--- src/rtl/dirc_pkg.sv ---
package dirc_pkg;
  localparam logic [1:0] DS_UNC = 2'd0;
  localparam logic [1:0] DS_SHR = 2'd1;
  localparam logic [1:0] DS_EXC = 2'd2;

  localparam logic [1:0] RQ_RD = 2'd0;
  localparam logic [1:0] RQ_WR = 2'd1;
  localparam logic [1:0] RQ_WB = 2'd2;

  localparam logic [1:0] MS_INV  = 2'd0;
  localparam logic [1:0] MS_FET  = 2'd1;
  localparam logic [1:0] MS_FINV = 2'd2;
  localparam logic [1:0] MS_DATA = 2'd3;

  typedef enum logic [2:0] {
    S_IDLE  = 3'd0,
    S_EXEC  = 3'd1,
    S_INV   = 3'd2,
    S_WAIT  = 3'd3,
    S_REPLY = 3'd4
  } ctl_state_e;
endpackage

--- src/rtl/dirc_prio.sv ---
module dirc_prio #(
  parameter int N = 4,
  localparam int W = (N > 1) ? $clog2(N) : 1
) (
  input  logic [N-1:0] vec,
  output logic         found,
  output logic [W-1:0] idx
);
  always_comb begin
    found = 1'b0;
    idx   = '0;
    for (int i = N - 1; i >= 0; i--) begin
      if (vec[i]) begin
        found = 1'b1;
        idx   = W'(i);
      end
    end
  end
endmodule

--- src/rtl/dirc_table.sv ---
module dirc_table
  import dirc_pkg::*;
#(
  parameter int NPROC = 4,
  parameter int NBLK  = 8,
  parameter int DW    = 16,
  localparam int AW   = (NBLK > 1) ? $clog2(NBLK) : 1
) (
  input  logic             clk,
  input  logic             rst_n,
  input  logic [AW-1:0]    addr,
  output logic [1:0]       rd_state,
  output logic [NPROC-1:0] rd_sharers,
  output logic [DW-1:0]    rd_data,
  input  logic             dir_we,
  input  logic [1:0]       dir_state,
  input  logic [NPROC-1:0] dir_sharers,
  input  logic             mem_we,
  input  logic [DW-1:0]    mem_wdata
);
  logic [NBLK-1:0][1:0]       st_q;
  logic [NBLK-1:0][NPROC-1:0] sh_q;
  logic [NBLK-1:0][DW-1:0]    mem_q;

  for (genvar b = 0; b < NBLK; b++) begin : g_blk
    logic hit;
    assign hit = (addr == AW'(b));

    always_ff @(posedge clk or negedge rst_n) begin
      if (!rst_n) begin
        st_q[b] <= DS_UNC;
        sh_q[b] <= '0;
      end else if (dir_we && hit) begin
        st_q[b] <= dir_state;
        sh_q[b] <= dir_sharers;
      end
    end

    always_ff @(posedge clk or negedge rst_n) begin
      if (!rst_n) begin
        mem_q[b] <= '0;
      end else if (mem_we && hit) begin
        mem_q[b] <= mem_wdata;
      end
    end

    assert_unc_empty_R7: assert property (@(posedge clk) disable iff (!rst_n)
      (st_q[b] == DS_UNC) |-> (sh_q[b] == '0));
    assert_exc_single_R3: assert property (@(posedge clk) disable iff (!rst_n)
      (st_q[b] == DS_EXC) |-> ($countones(sh_q[b]) == 1));
    assert_shr_nonempty_R2: assert property (@(posedge clk) disable iff (!rst_n)
      (st_q[b] == DS_SHR) |-> (sh_q[b] != '0));
  end

  assign rd_state   = st_q[addr];
  assign rd_sharers = sh_q[addr];
  assign rd_data    = mem_q[addr];
endmodule

--- src/rtl/dir_home_ctrl.sv ---
module dir_home_ctrl
  import dirc_pkg::*;
#(
  parameter int NPROC = 4,
  parameter int NBLK  = 8,
  parameter int DW    = 16,
  localparam int PW   = (NPROC > 1) ? $clog2(NPROC) : 1,
  localparam int AW   = (NBLK > 1) ? $clog2(NBLK) : 1
) (
  input  logic          clk,
  input  logic          rst_n,
  input  logic          req_valid,
  output logic          req_ready,
  input  logic [1:0]    req_op,
  input  logic [PW-1:0] req_proc,
  input  logic [AW-1:0] req_addr,
  input  logic [DW-1:0] req_data,
  input  logic          fill_valid,
  input  logic [DW-1:0] fill_data,
  output logic          msg_valid,
  output logic [1:0]    msg_type,
  output logic [PW-1:0] msg_dest,
  output logic [AW-1:0] msg_addr,
  output logic [DW-1:0] msg_data
);
  ctl_state_e       st_q, st_d;
  logic [1:0]       op_q;
  logic [PW-1:0]    proc_q;
  logic [AW-1:0]    addr_q;
  logic [DW-1:0]    data_q;
  logic [NPROC-1:0] pend_q, pend_d;
  logic             pend_en;
  logic             take;

  logic [1:0]       tb_st;
  logic [NPROC-1:0] tb_sh;
  logic [DW-1:0]    tb_mem;
  logic             dir_we, mem_we;
  logic [1:0]       dir_st;
  logic [NPROC-1:0] dir_sh;
  logic [DW-1:0]    mem_wd;

  logic [NPROC-1:0] self_oh;
  logic [NPROC-1:0] others;
  logic             own_found, pnd_found;
  logic [PW-1:0]    own_idx, pnd_idx;
  logic [NPROC-1:0] pnd_oh;

  dirc_table #(.NPROC(NPROC), .NBLK(NBLK), .DW(DW)) u_table (
    .clk(clk), .rst_n(rst_n), .addr(addr_q),
    .rd_state(tb_st), .rd_sharers(tb_sh), .rd_data(tb_mem),
    .dir_we(dir_we), .dir_state(dir_st), .dir_sharers(dir_sh),
    .mem_we(mem_we), .mem_wdata(mem_wd)
  );

  dirc_prio #(.N(NPROC)) u_owner (.vec(tb_sh),  .found(own_found), .idx(own_idx));
  dirc_prio #(.N(NPROC)) u_pend  (.vec(pend_q), .found(pnd_found), .idx(pnd_idx));

  assign self_oh   = NPROC'(1) << proc_q;
  assign others    = tb_sh & ~self_oh;
  assign pnd_oh    = NPROC'(1) << pnd_idx;
  assign req_ready = (st_q == S_IDLE);
  assign take      = req_valid && req_ready;
  assign msg_addr  = addr_q;

  always_comb begin
    st_d      = st_q;
    pend_d    = pend_q;
    pend_en   = 1'b0;
    msg_valid = 1'b0;
    msg_type  = MS_DATA;
    msg_dest  = proc_q;
    msg_data  = '0;
    dir_we    = 1'b0;
    dir_st    = DS_UNC;
    dir_sh    = '0;
    mem_we    = 1'b0;
    mem_wd    = data_q;
    unique case (st_q)
      S_IDLE: if (take) st_d = S_EXEC;
      S_EXEC: begin
        unique case (op_q)
          RQ_RD: begin
            if (tb_st == DS_EXC) begin
              msg_valid = 1'b1;
              msg_type  = MS_FET;
              msg_dest  = own_idx;
              st_d      = S_WAIT;
            end else begin
              st_d = S_REPLY;
            end
          end
          RQ_WR: begin
            if (tb_st == DS_EXC) begin
              msg_valid = 1'b1;
              msg_type  = MS_FINV;
              msg_dest  = own_idx;
              st_d      = S_WAIT;
            end else if ((tb_st == DS_SHR) && (others != '0)) begin
              pend_d  = others;
              pend_en = 1'b1;
              st_d    = S_INV;
            end else begin
              st_d = S_REPLY;
            end
          end
          RQ_WB: begin
            if ((tb_st == DS_EXC) && ((tb_sh & self_oh) != '0)) begin
              mem_we = 1'b1;
              mem_wd = data_q;
              dir_we = 1'b1;
              dir_st = DS_UNC;
              dir_sh = '0;
            end
            st_d = S_IDLE;
          end
          default: st_d = S_IDLE;
        endcase
      end
      S_INV: begin
        msg_valid = pnd_found;
        msg_type  = MS_INV;
        msg_dest  = pnd_idx;
        pend_d    = pend_q & ~pnd_oh;
        pend_en   = 1'b1;
        if ((pend_q & ~pnd_oh) == '0) st_d = S_REPLY;
      end
      S_WAIT: begin
        if (fill_valid) begin
          mem_we = 1'b1;
          mem_wd = fill_data;
          st_d   = S_REPLY;
        end
      end
      S_REPLY: begin
        msg_valid = 1'b1;
        msg_type  = MS_DATA;
        msg_dest  = proc_q;
        msg_data  = tb_mem;
        dir_we    = 1'b1;
        if (op_q == RQ_RD) begin
          dir_st = DS_SHR;
          dir_sh = tb_sh | self_oh;
        end else begin
          dir_st = DS_EXC;
          dir_sh = self_oh;
        end
        st_d = S_IDLE;
      end
      default: st_d = S_IDLE;
    endcase
  end

  always_ff @(posedge clk or negedge rst_n) begin
    if (!rst_n) st_q <= S_IDLE;
    else        st_q <= st_d;
  end

  always_ff @(posedge clk or negedge rst_n) begin
    if (!rst_n) begin
      op_q   <= RQ_RD;
      proc_q <= '0;
      addr_q <= '0;
      data_q <= '0;
    end else if (take) begin
      op_q   <= req_op;
      proc_q <= req_proc;
      addr_q <= req_addr;
      data_q <= req_data;
    end
  end

  always_ff @(posedge clk or negedge rst_n) begin
    if (!rst_n)       pend_q <= '0;
    else if (pend_en) pend_q <= pend_d;
  end

  assert_inv_skip_req_R4: assert property (@(posedge clk) disable iff (!rst_n)
    (msg_valid && msg_type == MS_INV) |-> (msg_dest != proc_q));
  assert_inv_ascend_R4: assert property (@(posedge clk) disable iff (!rst_n)
    (msg_valid && msg_type == MS_INV) |=>
      (!(msg_valid && msg_type == MS_INV) || (msg_dest > $past(msg_dest))));
  assert_msg_busy_R9: assert property (@(posedge clk) disable iff (!rst_n)
    msg_valid |-> !req_ready);
  assert_fill_in_wait_R5: assert property (@(posedge clk) disable iff (!rst_n)
    fill_valid |-> (st_q == S_WAIT));
  assert_reply_fill_R5: assert property (@(posedge clk) disable iff (!rst_n)
    (st_q == S_WAIT && fill_valid) |=>
      (msg_valid && msg_type == MS_DATA && msg_data == $past(fill_data)));
  assert_wb_silent_R7: assert property (@(posedge clk) disable iff (!rst_n)
    (st_q == S_EXEC && op_q == RQ_WB) |-> !msg_valid);
endmodule

--- config.mk ---
export PLATFORM = sky130hd
export DESIGN_NAME = dir_home_ctrl
export DESIGN_NICKNAME = d
export VERILOG_FILES = /design/src/rtl/dirc_pkg.sv /design/src/rtl/dirc_prio.sv /design/src/rtl/dirc_table.sv /design/src/rtl/dir_home_ctrl.sv
export SDC_FILE = /design/constraint.sdc
export NUM_CORES = 1
export LEC_CHECK = 0
export BUFFER_PORTS_ARGS = -buffer_cell sky130_fd_sc_hd__buf_4
export CAP_MARGIN = 20
export CORE_ASPECT_RATIO = 1.2
export CORE_MARGIN = 5
export CORE_UTILIZATION = 55
export DETAILED_ROUTE_END_ITERATION = 8
export PLACE_DENSITY = 0.76
export SLEW_MARGIN = 20
export SYNTH_ARGS = -nofsm -noshare
export SYNTH_HDL_FRONTEND = slang
export SYNTH_HIERARCHICAL = 1
export SYNTH_SLANG_ARGS = --single-unit
export TNS_END_PERCENT = 20
--- constraint.sdc ---
create_clock -name clk -period 3.4 [get_ports clk]
set_input_delay 0.34 -clock clk [delete_from_list [all_inputs] [get_ports clk]]
set_output_delay 0.34 -clock clk [all_outputs]
set_load 0.1 [all_outputs]
=== After elaboration in Yosys (flattened, before gate mapping) ===
Cells that the tools add are included.

* Input bits: 43
* Bits in registers: 206

* Bitwise logic cells: 6
* Muxes and demuxes: 56
* Eq/ne operators: 21
* $lt $le $gt $ge: 1
* Reductions and logical operators: 29
* Shift operators: 2

{| class="wikitable"
|+ Operators by type and width
! operator !! count
|-
| $mux 16 || 4
|-
| $bmux 16 s3 || 1
|-
| $mux 2 || 14
|-
| $mux 4 || 6
|-
| $logic_and 1x1->1 || 19
|-
| $mux 3 || 6
|-
| $eq 3x3->1 const B || 5
|-
| $mux 1 || 13
|-
| $and 4x4->4 || 3
|-
| $bmux 4 s3 || 1
|-
| $eq 3x2->1 const B || 4
|-
| $pmux 2 s2 || 3
|-
| $pmux 3 s4 || 1
|-
| $ne 2x2->1 const B || 4
|-
| $not 4->4 || 2
|-
| $pmux 4 s2 || 1
|-
| $reduce_bool 4->1 || 2
|-
| $shl 1x2->4 const A || 2
|-
| $bmux 2 s3 || 1
|-
| $eq 3x1->1 const B || 2
|-
| $logic_not 3->1 || 2
|-
| $pmux 1 s2 || 3
|-
| $pmux 3 s2 || 1
|-
| $reduce_and 5->1 || 1
|-
| 11 further kinds || 14
|}

=== Logic depth before layout (Yosys ltp) ===
* Depth in word-level cells: 10
* Depth in mapped cells: 15

=== Hierarchy ===
Netlist, hierarchy kept.

{| class="wikitable"
|+ Modules (own cells, without submodules)
! module !! cells an instance !! instances !! sequential area each (sq um) !! area an instance (sq um)
|-
| dirc_table || 553 || 1 || 4404.2 || 8076.5
|-
| dir_home_ctrl || 177 || 1 || 750.7 || 1894.3
|-
| dirc_prio || 7 || 2 || 0.0 || 35.0
|}

=== Worst setup path after synthesis ===
OpenSTA, ideal clock, no wires.

* Kind: register to output
* Start point: reg addr_q[1], in the netlist msg_addr[1]
* End point: out msg_dest[0]
* Required time: 3.060 ns
* Slack: -2.641 ns
* Path buffers: 2
* Arrival time: 5.701 ns
* Cell stages (with the launch flop): 8
* Cells stage by stage: dfrtp_1 > buf_4 > buf_2 > mux2_2 > o22ai_1 > a211oi_1 > nor3b_2 > o311ai_0

* Elaborated cells on any way between the ends: 12

{| class="wikitable"
|+ RTL lines
! what !! line !! source
|-
| start, declared || dir_home_ctrl.sv:29 || <nowiki>logic [AW-1:0] addr_q;</nowiki>
|-
| start signal, assigned || dir_home_ctrl.sv:168 || <nowiki>addr_q <= req_addr;</nowiki>
|-
| $bmux 2 s3 || dirc_table.sv:55 || <nowiki>assign rd_state = st_q[addr];</nowiki>
|-
| $mux 2 (implied by the code) || dirc_table.sv:55 ||
|-
| via tb_st[1] || dir_home_ctrl.sv:35 || <nowiki>logic [1:0] tb_st;</nowiki>
|-
| $eq 2x2->1 || dir_home_ctrl.sv:84, dir_home_ctrl.sv:94 ||
|-
| $mux 2 || dir_home_ctrl.sv:84, dir_home_ctrl.sv:94 ||
|-
| $mux 2 || -- ||
|-
| $pmux 2 s2 || dir_home_ctrl.sv:79 || <nowiki>unique case (st_q)</nowiki>
|-
| end, declared || dir_home_ctrl.sv:22 || <nowiki>output logic [PW-1:0] msg_dest,</nowiki>
|}

The timed path passes the listed nets, and every way through them passes these cells. The select of a mux whose other input is x is not followed.

=== Worst setup path in the final report ===
* Start point: reg addr_q[1], in the netlist msg_addr[1]
* End point: reg u_table/mem_q[83] (netlist bit)

* Word-level cells in the longest chain between the ends: 9
* Elaborated cells on any way between the ends: 13

{| class="wikitable"
|+ Ends and longest elaborated chain
! what !! line !! source
|-
| $bmux 4 s3 || dirc_table.sv:56 || <nowiki>assign rd_sharers = sh_q[addr];</nowiki>
|-
| $mux 4 (implied by the code) || dirc_table.sv:56 ||
|-
| via tb_sh[2] || dir_home_ctrl.sv:36 || <nowiki>logic [NPROC-1:0] tb_sh;</nowiki>
|-
| $and 4x4->4 || dir_home_ctrl.sv:108 || <nowiki>if ((tb_st == DS_EXC) && ((tb_sh & self_oh) != '0)) begin</nowiki>
|-
| $reduce_bool 4->1 || dir_home_ctrl.sv:108 ||
|-
| $logic_and 1x1->1 || dir_home_ctrl.sv:108 ||
|-
| $mux 1 || dir_home_ctrl.sv:108 ||
|-
| $mux 1 || dir_home_ctrl.sv:82 || <nowiki>unique case (op_q)</nowiki>
|-
| $pmux 1 s2 || dir_home_ctrl.sv:79 ||
|-
| via mem_we || dir_home_ctrl.sv:38 || <nowiki>logic dir_we, mem_we;</nowiki>
|-
| $logic_and 1x1->1 || dirc_table.sv:42 || <nowiki>end else if (mem_we && hit) begin</nowiki>
|-
| end signal, assigned by index || dirc_table.sv:43 || <nowiki>mem_q[b] <= mem_wdata;</nowiki>
|-
| end, declared || dirc_table.sv:23 || <nowiki>logic [NBLK-1:0][DW-1:0] mem_q;</nowiki>
|}

The timed path passes the listed nets, and every way through them passes these cells. The select of a mux whose other input is x is not followed.
A chain may end at the register's enable or synchronous reset.

==> run_results.csv <==
group,metric,value,unit
die,initial_core_util,0.5562,
clock_tree,cts.clk_slew.worst_paths,0.06,ns
finish,layout_common_cells,"dfrtp_1, mux2_2, buf_4",
flow_run,maxCapViolCount,0,
route,via_count,6612,
clock_tree,cts_tree,"yes",
sta,rsz0062_at_grt,"no",
die,core,18040,µm²
outcome,status,"completed",
global_route,grt_overflow,0,
worst_setup_path,path_delay_family,"simple AND/OR/NAND/NOR gates",
finish,layout_commonest_cell,"dfrtp_1",
global_route,grt_pass1_wl,38.92,mm
die,placementRows,54,
finish,drive_gt1_frac,0.4536,
sta,finalHoldViolCount,0,
die,io-pin-count,68,
route,dr.pass1.iters,5,
min_path,hold_class,"primary input to flop",
power_and_ir_drop,power.leakage,5.676,nW
die,design.die.area,21050,µm²
clock_tree,cts_max_level,1,
worst_setup_path,worstPathCellList,"or3b_1 -> o22ai_2 -> a221oi_4 -> mux4_1 -> nand3_1 -> nand2_1 -> buf_4 -> nand3b_4 -> mux2_2",
finish,instances_no_fill,1064,
global_route,track_usage,0.2323,
route,viasPerCell,6.214,
clock_tree,cts-root-buf,"clkbuf_16",
logic_synthesis,postSynthCellCount,742,
global_route,antenna_found_initial,0,
finish,area_growth,17.68,%
worst_setup_path,worstSetupPathType,"flop to flop",
sta,fmax,305.2,MHz
clock_tree,cts_buffer_depth,3,
global_route,grt_pass1_vias,7168,
worst_setup_path,cp.arrival,3.66,ns
power_and_ir_drop,internal-power,0.006693,W
sta,layout_setup_ws,0.1231,ns
finish,nets,868,
power_and_ir_drop,comb_power_share,0.428,
route,postRouteAntennaNets,0,
route,drtIter0Drc,426,
power_and_ir_drop,finalPower,0.01089,W
route,avgRoutedWirePerCell,22.80,µm
power_and_ir_drop,seq_power_share,0.352,
min_path,min_from,"req_op[0]",
die,die_x,133.3,µm
sta,setup_viol,0,
clock_tree,clk_latency,0.50,ns
power_and_ir_drop,swShare,0.3856,
clock_tree,cts_sinks,206,
power_and_ir_drop,peakVddDrop,0.7061,mV
global_route,grt_max_degree,103,
worst_setup_path,startpoint,"msg_addr[1]$_DFFE_PN0P_",
route,wl,24.26,mm
logic_synthesis,avgSynthCellArea,13.52,µm²
sta,tightest_slew,0.8364,ns
worst_setup_path,slowest_stage,"dfrtp_4",
finish,antenna_cells,0,
placed_design,numPortBuffers,67,
worst_setup_path,crit_fanout,28,
placed_design,pre_cts_ws,0.1368,ns
worst_setup_path,path_buf_inv,1,
logic_synthesis,syn-num-nets,785,
die,die_h,158.0,µm
power_and_ir_drop,p_per_area,922.5,nW/µm²
worst_setup_path,endpoint_kind,"flop",
worst_setup_path,cpPeakStageDelay,0.64,ns
route,drc,0,
sta,period_share,0.9638,
worst_setup_path,r2r_start,"msg_addr[1]$_DFFE_PN0P_",
logic_synthesis,yosysWarnings,6,
placed_design,dp_cells,1022,
finish,n_fill_cell,1310,
sta,slew_headroom,0.4424,
logic_synthesis,synth_area,10030,µm²
worst_setup_path,startpoint_type,"flop",
sta,min_period,3.277,ns
power_and_ir_drop,clock_power_share,0.220,
worst_setup_path,required,3.78,ns
sta,skew,0.009892,ns
sta,report.final.slew_viol_count,0,
placed_design,hpwl,16.05,mm
placed_design,gp_congestion,0.8472,
power_and_ir_drop,p_switching,0.004200,W
clock_tree,cts_buffers,22,
power by group through the flow:
stage               Clock [W]  Sequential [W]  Combinational [W]
floorplan                   0         0.00369            0.00349
global placement            0         0.00378            0.00447
detailed placement          0         0.00385            0.00459
CTS                   0.00244         0.00382            0.00464
global route          0.00255         0.00392            0.00496
finish                0.00240         0.00383            0.00466
stage by stage:
stage,hold WS [ns],TNS (ns),utilization,cell area [µm²]
finish,0.05063,0,0.6545,11810
global placement,0.4619,0,0.6093,10990
global route,0.06234,0,0.6545,11810
CTS,0.04756,0,0.6511,11750
floorplan,0.04441,-0.6678,-,10120
detailed placement,0.4744,0,0.6093,10990
what timing repair did:
action,in CTS,in global routing
setup endpoints to repair,1,16
pin swaps,0,0
gates resized for setup,2,5
buffers inserted,0,2
cloned,0,0
endpoints found under the hold margin,87,0
hold buffers,1,0
flip-flops by register name, summed over array words and instances (netlist names):
| register | count |
|---|---|
| u_table/mem_q | 128 |
| u_table/sh_q | 32 |
| data_q | 16 |
| u_table/st_q | 16 |
| pend_q | 4 |
| msg_addr | 3 |
| st_q | 3 |
| op_q | 2 |
| proc_q | 2 |
layer usage:
layer  global-route usage  vias up  part of all wire  routed length (µm)
met4              0.07349        0             0.024                 584
met5                    0        -                 0                   0
met1               0.2910     3462              0.40                9635
met3              0.02988       37             0.044                1073
li1                     -     2905                 -                   -
met2               0.4218      208              0.53               12970
area by class of cell:
class,instances,area (µm²),area share
well taps,224,280.3,0.02374
inverters,9,33.78,0.002861
repair buffers,99,864.6,0.07322
multi-input cells,487,4727,0.4003
clock inverters,4,45.04,0.003815
flip-flops and latches,206,5166,0.4375
clock buffers,35,690.7,0.05849
tightest hold or removal path, delay by kind of cell:
kind	cells	cell delay (ns)
buffers and inverters	1	0.08
and+or+nand+nor	1	0.04
AOI/OAI and AO/OA	1	0.06
path summary, 6_finish.rpt:
kind	cells past startpoint	slack, ns	to
worst max register to register	9	0.12	u_table/mem_q[83]$_DFFE_PN0P_
worst min-delay path	3	0.05	op_q[0]$_DFFE_PN0P_
worst max-delay path	9	0.12	u_table/mem_q[83]$_DFFE_PN0P_
max in group asynchronous	3	2.06	msg_addr[2]$_DFFE_PN0P_
worst min register to register	1	0.48	u_table/mem_q[45]$_DFFE_PN0P_
min in group asynchronous	2	0.52	op_q[1]$_DFFE_PN0P_
No activity file was read; power rests on OpenSTA's default activity.
